**config.mk**
```make
export PLATFORM = sky130hd
export DESIGN_NAME = fp_bus_handover
export DESIGN_NICKNAME = d
export VERILOG_FILES = /design/src/rtl/fpd_pkg.sv /design/src/rtl/fpd_sync.sv /design/src/rtl/fpd_seq.sv /design/src/rtl/fpd_owner.sv /design/src/rtl/fp_bus_handover.sv
export SDC_FILE = /design/constraint.sdc
export NUM_CORES = 1
export LEC_CHECK = 0
export ABC_AREA = 1
export BUFFER_PORTS_ARGS = -buffer_cell sky130_fd_sc_hd__buf_2
export CAP_MARGIN = 0
export CORE_UTILIZATION = 32
export CTS_BUF_LIST = sky130_fd_sc_hd__clkbuf_4 sky130_fd_sc_hd__clkbuf_8
export DETAILED_ROUTE_END_ITERATION = 16
export GPL_TIMING_DRIVEN = 0
export HOLD_SLACK_MARGIN = 0.05
export PLACE_DENSITY = 0.78
export SYNTH_ARGS = -nofsm -noshare
export SYNTH_HDL_FRONTEND = slang
export SYNTH_SLANG_ARGS = --single-unit
```
**constraint.sdc**
```tcl
create_clock -name clk -period 0.8 [get_ports clk]
set_input_delay 0.08 -clock clk [delete_from_list [all_inputs] [get_ports clk]]
set_output_delay 0.08 -clock clk [all_outputs]
set_load 0.05 [all_outputs]
```
**src/rtl/fpd_pkg.sv**
```systemverilog
package fpd_pkg;
  typedef enum logic [1:0] {
    SQ_IDLE = 2'd0,
    SQ_HOLD = 2'd1,
    SQ_GAP  = 2'd2
  } sq_state_t;
endpackage

```
**src/rtl/fpd_sync.sv**
```systemverilog
module fpd_sync #(
  parameter int W      = 1,
  parameter int STAGES = 2
) (
  input  logic         clk,
  input  logic         rst,
  input  logic [W-1:0] d,
  output logic [W-1:0] q
);
  localparam int TOT = W * STAGES;

  logic [TOT-1:0] sh;

  generate
    if (STAGES == 1) begin : g_single
      always_ff @(posedge clk) begin
        if (rst) sh <= '0;
        else     sh <= d;
      end
    end else begin : g_chain
      always_ff @(posedge clk) begin
        if (rst) sh <= '0;
        else     sh <= {sh[TOT-W-1:0], d};
      end
    end
  endgenerate

  assign q = sh[TOT-1 -: W];
endmodule

```
**src/rtl/fpd_seq.sv**
```systemverilog
module fpd_seq
  import fpd_pkg::*;
(
  input  logic clk,
  input  logic rst,
  input  logic req_s,
  input  logic safe_pt,
  output logic seq_ack
);
  sq_state_t st;

  always_ff @(posedge clk) begin
    if (rst) begin
      st <= SQ_IDLE;
    end else begin
      unique case (st)
        SQ_IDLE: if (req_s && safe_pt) st <= SQ_HOLD;
        SQ_HOLD: if (!req_s)           st <= SQ_GAP;
        SQ_GAP:                        st <= SQ_IDLE;
        default:                       st <= SQ_IDLE;
      endcase
    end
  end

  assign seq_ack = (st == SQ_HOLD);

  AST_NO_UNSAFE_GRANT: assert property (@(posedge clk) disable iff (rst)
    (st != SQ_HOLD && !safe_pt) |=> (st != SQ_HOLD));
  AST_HOLD_WHILE_REQ: assert property (@(posedge clk) disable iff (rst)
    (st == SQ_HOLD && req_s) |=> (st == SQ_HOLD));
  AST_LEAVE_ON_DROP: assert property (@(posedge clk) disable iff (rst)
    (st == SQ_HOLD && !req_s) |=> (st != SQ_HOLD));
endmodule

```
**src/rtl/fpd_owner.sv**
```systemverilog
module fpd_owner #(
  parameter int DATA_W = 8
) (
  input  logic              clk,
  input  logic              rst,
  input  logic              ack_eff,
  input  logic              fp_write,
  input  logic [DATA_W-1:0] bus_data_in,
  output logic              mem_own,
  output logic              fp_own,
  output logic              fp_den,
  output logic [DATA_W-1:0] led_q
);
  logic fp_next;

  assign fp_next = ack_eff && !mem_own;

  always_ff @(posedge clk) begin
    if (rst) begin
      mem_own <= 1'b1;
      fp_own  <= 1'b0;
      fp_den  <= 1'b0;
    end else begin
      mem_own <= !ack_eff && !fp_own;
      fp_own  <= fp_next;
      fp_den  <= fp_next && fp_write;
    end
  end

  always_ff @(posedge clk) begin
    if (rst)                  led_q <= '0;
    else if (fp_own && !fp_den) led_q <= bus_data_in;
  end

  AST_NO_CONTENTION: assert property (@(posedge clk) disable iff (rst)
    !(mem_own && (fp_own || fp_den)));
  AST_GAP_ON_RELEASE: assert property (@(posedge clk) disable iff (rst)
    $fell(fp_own) |-> !mem_own);
  AST_GAP_ON_TAKE: assert property (@(posedge clk) disable iff (rst)
    $rose(fp_own) |-> $past(!mem_own));
endmodule

```
**src/rtl/fp_bus_handover.sv**
```systemverilog
module fp_bus_handover #(
  parameter int ADDR_W      = 22,
  parameter int DATA_W      = 8,
  parameter int SYNC_STAGES = 2
) (
  input  logic              clk,
  input  logic              rst,
  input  logic              sw_active,
  input  logic              safe_pt,
  input  logic              ovr_toggle,
  input  logic              ovr_jumper,
  input  logic              fp_write,
  input  logic [ADDR_W-1:0] fp_addr_sw,
  input  logic [DATA_W-1:0] fp_data_sw,
  input  logic [ADDR_W-1:0] mem_addr,
  input  logic [DATA_W-1:0] mem_data,
  input  logic [DATA_W-1:0] bus_data_in,
  output logic              dma_req,
  output logic              dma_ack,
  output logic              mem_drv_en,
  output logic              fp_addr_en,
  output logic              fp_data_en,
  output logic [ADDR_W-1:0] addr_out,
  output logic [DATA_W-1:0] data_out,
  output logic [DATA_W-1:0] fp_led
);
  localparam int SYNC_W = 3;

  logic [SYNC_W-1:0] raw_in;
  logic [SYNC_W-1:0] syn_q;
  logic              req_s;
  logic              ovr_s;
  logic              seq_ack;
  logic              ack_eff;

  assign raw_in = {ovr_jumper, ovr_toggle, sw_active};

  fpd_sync #(.W(SYNC_W), .STAGES(SYNC_STAGES)) u_sync (
    .clk (clk),
    .rst (rst),
    .d   (raw_in),
    .q   (syn_q)
  );

  assign req_s = syn_q[0];
  assign ovr_s = syn_q[1] && syn_q[2];

  fpd_seq u_seq (
    .clk     (clk),
    .rst     (rst),
    .req_s   (req_s),
    .safe_pt (safe_pt),
    .seq_ack (seq_ack)
  );

  assign ack_eff = seq_ack || ovr_s;

  fpd_owner #(.DATA_W(DATA_W)) u_own (
    .clk         (clk),
    .rst         (rst),
    .ack_eff     (ack_eff),
    .fp_write    (fp_write),
    .bus_data_in (bus_data_in),
    .mem_own     (mem_drv_en),
    .fp_own      (fp_addr_en),
    .fp_den      (fp_data_en),
    .led_q       (fp_led)
  );

  assign dma_req  = req_s;
  assign dma_ack  = ack_eff;
  assign addr_out = fp_addr_en ? fp_addr_sw : mem_addr;
  assign data_out = fp_data_en ? fp_data_sw : mem_data;

  AST_ACK_DROPS_MEM: assert property (@(posedge clk) disable iff (rst)
    (dma_ack && !fp_addr_en) |=> !mem_drv_en);
  AST_REQ_NO_DRIVE: assert property (@(posedge clk) disable iff (rst)
    (!dma_ack && !fp_addr_en) |=> !fp_addr_en);
endmodule

```
==> results.json, run 1 <==
{
  "placed_area_um2": 2412,
  "die_width_um": 60.79,
  "seq_area_frac_synth_pct": 34.39,
  "htreeDepth": 1,
  "dp_cells": 348,
  "tool.error": "[ERROR DPL-0038] Utilization greater than 100%, impossible to legalize",
  "synthSimpleGateAreaFrac_pct": 51.92,
  "muxShareOfSynthArea_pct": 0,
  "clock_path_buffers": 2,
  "cts_setup_buffers": 11,
  "cts_resized": 193,
  "dpl.hpwl_um": 3165,
  "preCtsSetupSlack_ns": -0.3856,
  "cts_root_buffer": "clkbuf_4",
  "synthCells": 188,
  "flow.stopped_at": "clock tree synthesis (4_1_cts)",
  "status": "did not finish",
  "synthesis.area_um2": 1106,
  "portBuffers": 116,
  "synth_nets": 263,
  "synth_seq_cells": 19,
  "place.gp.congestion": 0.6900,
  "die_height_um": 60.79,
  "synthesis.area_per_instance_um2": 5.883,
  "synth_top_family_by_area": "simple AND/OR/NAND/NOR gates",
  "cts_sinks": 19,
  "ys_types": 16,
  "initial_core_util_pct": 35.08,
  "synthAdderAreaFrac_pct": 0,
  "yosysWarningCount": 0,
  "yosys.area_share.xor_xnor_pct": 0,
  "cts_made_buffers": 3,
  "io-pin-count": 118,
  "synth_compound_area_share_pct": 0,
  "rows": 20,
  "hold_buffers": 7
}
-- metrics by stage --
stage | TNS, ns | hold WS [ns] | util [%]
floorplan | -7.147 | 0.1825 | -
detailed placement | -10.92 | 0.2769 | 76.51
global placement | -10.52 | 0.2740 | 76.51
-- cells in the mapped netlist --
| master | count | area [um2] |
|---|---|---|
| nand3_2 | 2 | 20.02 |
| inv_6 | 1 | 8.760 |
| nor3_1 | 1 | 5.000 |
| nand2_1 | 103 | 386.6 |
| buf_8 | 1 | 15.01 |
| nor2_2 | 2 | 12.51 |
| nor2_1 | 24 | 90.09 |
| nand3_1 | 8 | 40.04 |
| clkbuf_8 | 1 | 13.76 |
| buf_2 | 4 | 20.02 |
| clkinv_1 | 1 | 3.750 |
| dfxtp_1 | 19 | 380.4 |
| buf_6 | 2 | 22.52 |
| nor2_8 | 1 | 20.02 |
| inv_1 | 17 | 63.81 |
| inv_2 | 1 | 3.750 |
-- cells by family after synthesis --
family | after synthesis
and+or+nand+nor | 141
buffers and inverters | 28
DFF | 19
==> run 2, diff against run 1 <==
--- a/config.mk
+++ b/config.mk
@@ -8,12 +8,10 @@
 export ABC_AREA = 1
 export BUFFER_PORTS_ARGS = -buffer_cell sky130_fd_sc_hd__buf_2
 export CAP_MARGIN = 0
-export CORE_UTILIZATION = 32
-export CTS_BUF_LIST = sky130_fd_sc_hd__clkbuf_4 sky130_fd_sc_hd__clkbuf_8
+export CORE_UTILIZATION = 25
 export DETAILED_ROUTE_END_ITERATION = 16
 export GPL_TIMING_DRIVEN = 0
-export HOLD_SLACK_MARGIN = 0.05
-export PLACE_DENSITY = 0.78
+export PLACE_DENSITY_LB_ADDON = 0.15
 export SYNTH_ARGS = -nofsm -noshare
 export SYNTH_HDL_FRONTEND = slang
 export SYNTH_SLANG_ARGS = --single-unit
==> constraint.sdc (replaced) <==
create_clock -name clk -period 1.05 [get_ports clk]
set_input_delay 0.105 -clock clk [delete_from_list [all_inputs] [get_ports clk]]
set_output_delay 0.105 -clock clk [all_outputs]
set_load 0.05 [all_outputs]
==> run 2 against run 1 <==
The flow now finishes, with violations (setup timing). Synthesized cell count did not move. Area after synthesis did not move.
==> results.json, run 2 <==
{
  "cp_max_fo": 6,
  "p_sw_share_pct": 33.53,
  "portBuffers": 116,
  "grt_pass1_wl_um": 5885,
  "slew_headroom_pct": 80.72,
  "clock_path_buffers": 2,
  "design.die.area_um2": 4694,
  "yosysWarningCount": 0,
  "synthesis.area_um2": 1106,
  "io-pin-count": 118,
  "num_vias": 1588,
  "regMostFlops": "u_own.led_q",
  "vias_per_cell": 4.292,
  "synth_top_area_share_pct": 34.95,
  "htreeDepth": 1,
  "crit_chain": "buf_4 > nand2_1 > nand2_4 > buf_8",
  "violations": "setup timing",
  "diodes": 0,
  "startpoint_type": "flip-flop",
  "min_period_ns": 1.262,
  "status": "finished, violations left",
  "worst_slack_ns": -0.2124,
  "yosysTopAreaCell": "nand2_1",
  "fmax_ghz": 0.7922,
  "die_width_um": 68.52,
  "final.setup_skew_ns": 0.005935,
  "final_core_util_pct": 67.04,
  "top_regs": "u_own.led_q (8), u_sync.sh (6), u_seq.st (2)",
  "initial_core_util_pct": 26.88,
  "worstSetupPathType": "reg2out",
  "synthCells": 188,
  "async_flop_share_pct": 0,
  "final_common_cell": "buf_2",
  "cts_made_buffers": 3,
  "coreArea_um2": 4115,
  "wirelength_um": 4446,
  "p_int_mw": 1.341,
  "synth_top_cells_by_area": "nand2_1, dfxtp_1, nor2_1, inv_1, nand3_1",
  "pwr-share-clk_pct": 24.6,
  "ant_nets": 0,
  "cts_root_buffer": "clkbuf_8",
  "required_ns": 0.94,
  "clkLatencyLatePin_ns": 0.25,
  "cp_data_arrival_time_ns": 1.16,
  "grt_util_all_layers_pct": 16.57,
  "final_cell_area_um2": 2759,
  "synthesis.area_per_instance_um2": 5.883,
  "dpl.hpwl_um": 2836,
  "grt_antenna_before_repair": 0,
  "synth_seq_cells": 19,
  "cts_tree": "done",
  "synth_edf_count": 0,
  "drive_above_1_share_pct": 72.19,
  "largest_reg_flops": 8,
  "comb_power_share_pct": 39.1,
  "setup_violations": 39,
  "sequentialPowerShare_pct": 36.3,
  "ys_types": 16,
  "cts_sinks": 19,
  "rows": 23,
  "crit_path_end_kind": "output port",
  "powerDensity_nw_per_um2": 731.1,
  "maxSlewViolCount": 0,
  "drv_cap": 0,
  "synthFlopType": "dfxtp_1",
  "ir_worst_vdd_mv": 0.7021,
  "p_leak_nw": 1.400,
  "die_height_um": 68.52,
  "synthTopCellsByCount": "nand2_1, nor2_1, dfxtp_1",
  "layout_common_cells": "buf_2, nand2_4, buf_8",
  "placed_area_um2": 1983,
  "post_drt_wl_per_cell_um": 12.02,
  "fin_crit_sh_pct": 120.2,
  "dr.pass1.iters": 4,
  "synth_nets": 263,
  "setup_tns_ns": -5.927,
  "hold_violations": 0,
  "worst_path_max_delay_cell": "dfxtp_4",
  "place.gp.congestion": 0.7104,
  "power_switching_uw": 676.3,
  "grt_max_degree": 12,
  "drt_iter0_drc": 32,
  "synth.most_common_cell": "nand2_1",
  "holdWs_ns": 0.03805,
  "r2r_cells": 7,
  "grt_pass1_vias": 1411,
  "clkTransAtPathRegs_ns": 0.07,
  "syn2layout_area_growth_pct": 149.4,
  "worstHoldPathCells": 2,
  "grt_overflow_total": 0,
  "hold_class": "in2reg",
  "drc_errors": 0,
  "cpPeakStageDelay_ns": 0.43,
  "seq_area_frac_synth_pct": 34.39,
  "rsz0062_at_grt": "yes",
  "nets": 396,
  "tightest_slew_ns": 0.2875
}
==> run 2: per-layer routing <==
metal,up-vias,wire [um],global-route usage [%]
met5,-,0,0
met4,0,72,5.990
met3,10,329,3.289
met2,61,2516,32.48
met1,702,1527,17.05
li1,815,-,-
==> run 2: worst max-delay path, delay by kind of cell (launching register included) <==
| family | cells | cell delay (ns) |
|---|---|---|
| flip-flops | 1 | 0.43 |
| buffers and inverters | 2 | 0.30 |
| AND/OR/NAND/NOR | 2 | 0.17 |
==> run 2: cell type report <==
type / instances / area (um2)
Buffer: 7 / 105.1
Clock buffer: 3 / 41.29
Clock inverter: 1 / 5.005
Fill cell: 351 / 1356
Inverter: 20 / 95.09
Multi-Input combinational cell: 141 / 1010
Sequential cell: 19 / 390.4
Tap cell: 50 / 62.56
Timing Repair Buffer: 128 / 1033
Timing Repair inverter: 1 / 16.27
==> run 2: logic make-up after synthesis <==
group | count (synthesis) | synth area share [%]
buf+inv | 28 | 13.69
flops | 19 | 34.39
simple gates | 141 | 51.92
==> run 2: power by group through the flow <==
stage | clock network [mW] | logic [mW] | registers [mW]
after floorplan | 0 | 0.368 | 0.757
after global placement | 0 | 0.568 | 0.748
after detailed placement | 0 | 0.573 | 0.749
after CTS | 0.518 | 0.762 | 0.732
after global routing | 0.560 | 0.833 | 0.733
final | 0.496 | 0.788 | 0.732
==> run 2: per-stage QoR <==
stage / worst slack (ns) / total power [mW] / std cells
global placement: -0.2413 / 1.316 / 354
detailed placement: -0.2454 / 1.322 / 354
CTS: -0.2033 / 2.012 / 367
global route: -0.2787 / 2.127 / 370
finish: -0.2124 / 2.017 / 370
floorplan: -0.03540 / 1.125 / 188
==> run 2: worst paths after layout <==
kind,start,end,slack [ns]
worst max-delay path,u_own.fp_own$_SDFF_PP0_,addr_out[13],-0.21
worst min register to register,u_sync.sh[1]$_SDFF_PP0_,u_sync.sh[4]$_SDFF_PP0_,0.40
worst max register to register,u_own.fp_den$_SDFF_PP0_,u_own.led_q[2]$_SDFFE_PP0P_,-0.06
worst min-delay path,rst,u_sync.sh[0]$_SDFF_PP0_,0.04
==> run 2: repair_timing <==
action	in CTS	in global routing
gates cloned	4	1
buffers inserted	6	2
setup endpoints to repair	31	41
pin swaps	5	16
hold buffers	0	0
gates resized for setup	160	30
Power figures use the tool's default switching activity.
==> run 3, diff against run 2 <==
--- a/config.mk
+++ b/config.mk
@@ -5,7 +5,7 @@
 export SDC_FILE = /design/constraint.sdc
 export NUM_CORES = 1
 export LEC_CHECK = 0
-export ABC_AREA = 1
+export ABC_AREA = 0
 export BUFFER_PORTS_ARGS = -buffer_cell sky130_fd_sc_hd__buf_2
 export CAP_MARGIN = 0
 export CORE_UTILIZATION = 25
==> run 3 against run 2 <==
Cell area decreased by 19%. Largest power group is now registers. Global-route usage down 2.1 points. The flow still finishes with violations (setup timing). Fmax shrank 14%. Register-to-register slack worse by 0.13 ns. Worst setup slack got worse by 0.20 ns. Non-clock buffer count decreased by 2. Sequential power is essentially flat. Sequential share of layout area grew 3.4 points. Utilization shrank 7.0 points.
==> results.json, run 3 <==
{
  "grt_util_all_layers_pct": 14.47,
  "syn2layout_area_growth_pct": 125.9,
  "worstSetupPathType": "reg2out",
  "worst_slack_ns": -0.4168,
  "crit_path_end_kind": "output port",
  "post_drt_wl_per_cell_um": 13.06,
  "dpl.hpwl_um": 2514,
  "slew_headroom_pct": 84.01,
  "yosysWarningCount": 0,
  "vias_per_cell": 4.296,
  "wirelength_um": 3487,
  "cp_max_fo": 8,
  "hold_buffers": 0,
  "rows": 22,
  "cpPeakStageDelay_ns": 0.36,
  "design.die.area_um2": 4204,
  "synthesis.area_um2": 987.2,
  "violations": "setup timing",
  "synthCells": 89,
  "synthFlopType": "dfxtp_1",
  "seq_area_frac_synth_pct": 38.53,
  "synthTopCellsByCount": "mux2_2, dfxtp_1, nor2_1",
  "required_ns": 0.94,
  "cts_root_buffer": "clkbuf_8",
  "rsz0062_at_grt": "yes",
  "synth_top_area_share_pct": 38.53,
  "fmax_ghz": 0.6818,
  "diodes": 0,
  "synth_seq_cells": 19,
  "fin_crit_sh_pct": 139.7,
  "cts_tree": "done",
  "drv_cap": 0,
  "drt_iter0_drc": 32,
  "clock_path_buffers": 2,
  "ant_nets": 0,
  "grt_max_degree": 13,
  "tightest_slew_ns": 0.2364,
  "cts_made_buffers": 3,
  "portBuffers": 116,
  "coreArea_um2": 3716,
  "synth_nets": 164,
  "r2r_cells": 6,
  "place.gp.congestion": 0.6800,
  "io-pin-count": 118,
  "drive_above_1_share_pct": 80.82,
  "setup_violations": 40,
  "synth_edf_count": 0,
  "startpoint_type": "flip-flop",
  "hold_violations": 0,
  "drc_errors": 0,
  "min_period_ns": 1.467,
  "worstHoldPathCells": 2,
  "synth.most_common_cell": "mux2_2",
  "final.setup_skew_ns": 0.008426,
  "synth_top_cells_by_area": "dfxtp_1, mux2_2, mux2i_1, mux2_1, nor2b_1",
  "cts_sinks": 19,
  "dr.pass1.iters": 3,
  "p_leak_nw": 1.104,
  "final_cells": 267,
  "regMostFlops": "u_own.led_q",
  "grt_pass1_vias": 1061,
  "num_vias": 1147,
  "clkTransAtPathRegs_ns": 0.08,
  "maxSlewViolCount": 0,
  "htreeDepth": 1,
  "ir_worst_vdd_mv": 0.8764,
  "grt_overflow_total": 0,
  "grt_antenna_before_repair": 0,
  "holdWs_ns": 0.05348,
  "synthesis.area_per_instance_um2": 11.09,
  "die_width_um": 64.84,
  "dp_cells": 253,
  "crit_chain": "buf_12 > clkbuf_16 > mux2_4 > buf_6",
  "async_flop_share_pct": 0,
  "clkLatencyLatePin_ns": 0.25,
  "r2r_slack_ns": -0.19,
  "nets": 295,
  "final_common_cell": "buf_2",
  "top_regs": "u_own.led_q (8), u_sync.sh (6), u_seq.st (2)",
  "yosysTopAreaCell": "dfxtp_1",
  "ys_types": 17,
  "status": "finished, violations left",
  "initial_core_util_pct": 26.57,
  "cp_data_arrival_time_ns": 1.36,
  "layout_common_cells": "buf_2, buf_6, mux2_4",
  "worst_path_max_delay_cell": "dfxtp_4",
  "powerDensity_nw_per_um2": 851.5,
  "hold_class": "in2reg",
  "die_height_um": 64.84,
  "largest_reg_flops": 8,
  "grt_pass1_wl_um": 4774
}
==> run 3: area by class of cell <==
cell class	instances	area, um2
Clock inverter	1	7.507
Fill cell	320	1486
Buffer	7	105.1
Sequential cell	19	391.6
Multi-Input combinational cell	61	679.4
Timing Repair Buffer	126	933.4
Clock buffer	3	41.29
Inverter	2	11.26
Tap cell	48	60.06
==> run 3: metal layers <==
layer  part of all wire (%)  GRT usage (%)  routed length (um)  up-vias
met5                      0              0                   0        -
li1                       -              -                   -      571
met2                     55          29.17                1926       62
met1                     35          14.77                1204      514
met3                     10          3.521                 355        0
met4                      0          2.500                   0        0
==> run 3: what timing repair did <==
| action | 4_1_cts | 5_1_grt |
|---|---|---|
| setup endpoints to repair | 39 | 42 |
| pin swaps | 2 | 3 |
| hold endpoints to repair | 0 | 0 |
| buffers inserted | 4 | 4 |
| gates cloned | 1 | 2 |
| resized for setup | 71 | 14 |
==> run 3: cell families after synthesis <==
family / synth area share [%]
DFF: 38.53
AOI/OAI and AO/OA: 1.521
buffers and inverters: 5.703
muxes: 42.33
and+or+nand+nor: 11.91
==> run 3: report_power, final <==
part           switching [mW]  internal [mW]
Sequential            0.00445          0.728
Combinational           0.345          0.313
Clock                   0.241          0.267
Total                   0.591           1.31
==> run 3: critical path: cells and delay by family (launching register included) <==
| family | cells | cell delay [ns] |
|---|---|---|
| buf+inv | 3 | 0.44 |
| flops | 1 | 0.36 |
| mux | 1 | 0.30 |
==> run 3: path summary, 6_finish.rpt <==
kind,from,end
worst min register to register,u_seq.st[1]$_SDFFE_PP0P_,u_seq.st[1]$_SDFFE_PP0P_
worst min-delay path,sw_active,u_sync.sh[0]$_SDFF_PP0_
worst max register to register,u_own.fp_den$_SDFF_PP0_,u_own.led_q[5]$_SDFFE_PP0P_
worst max-delay path,u_own.fp_own$_SDFF_PP0_,addr_out[14]
==> run 3: stage by stage <==
step	setup WS (ns)	utilization [%]	instance area, um2	TNS, ns	power [mW]
2_1_floorplan	-0.1594	-	1130	-4.573	1.102
3_3_place_gp	-0.1700	47.64	1770	-3.853	1.282
3_5_place_dp	-0.1787	47.64	1770	-4.260	1.292
4_1_cts	-0.4033	56.70	2107	-12.50	1.888
5_1_grt	-0.4494	60.00	2230	-14.08	1.968
6_report	-0.4168	60.00	2230	-12.53	1.899
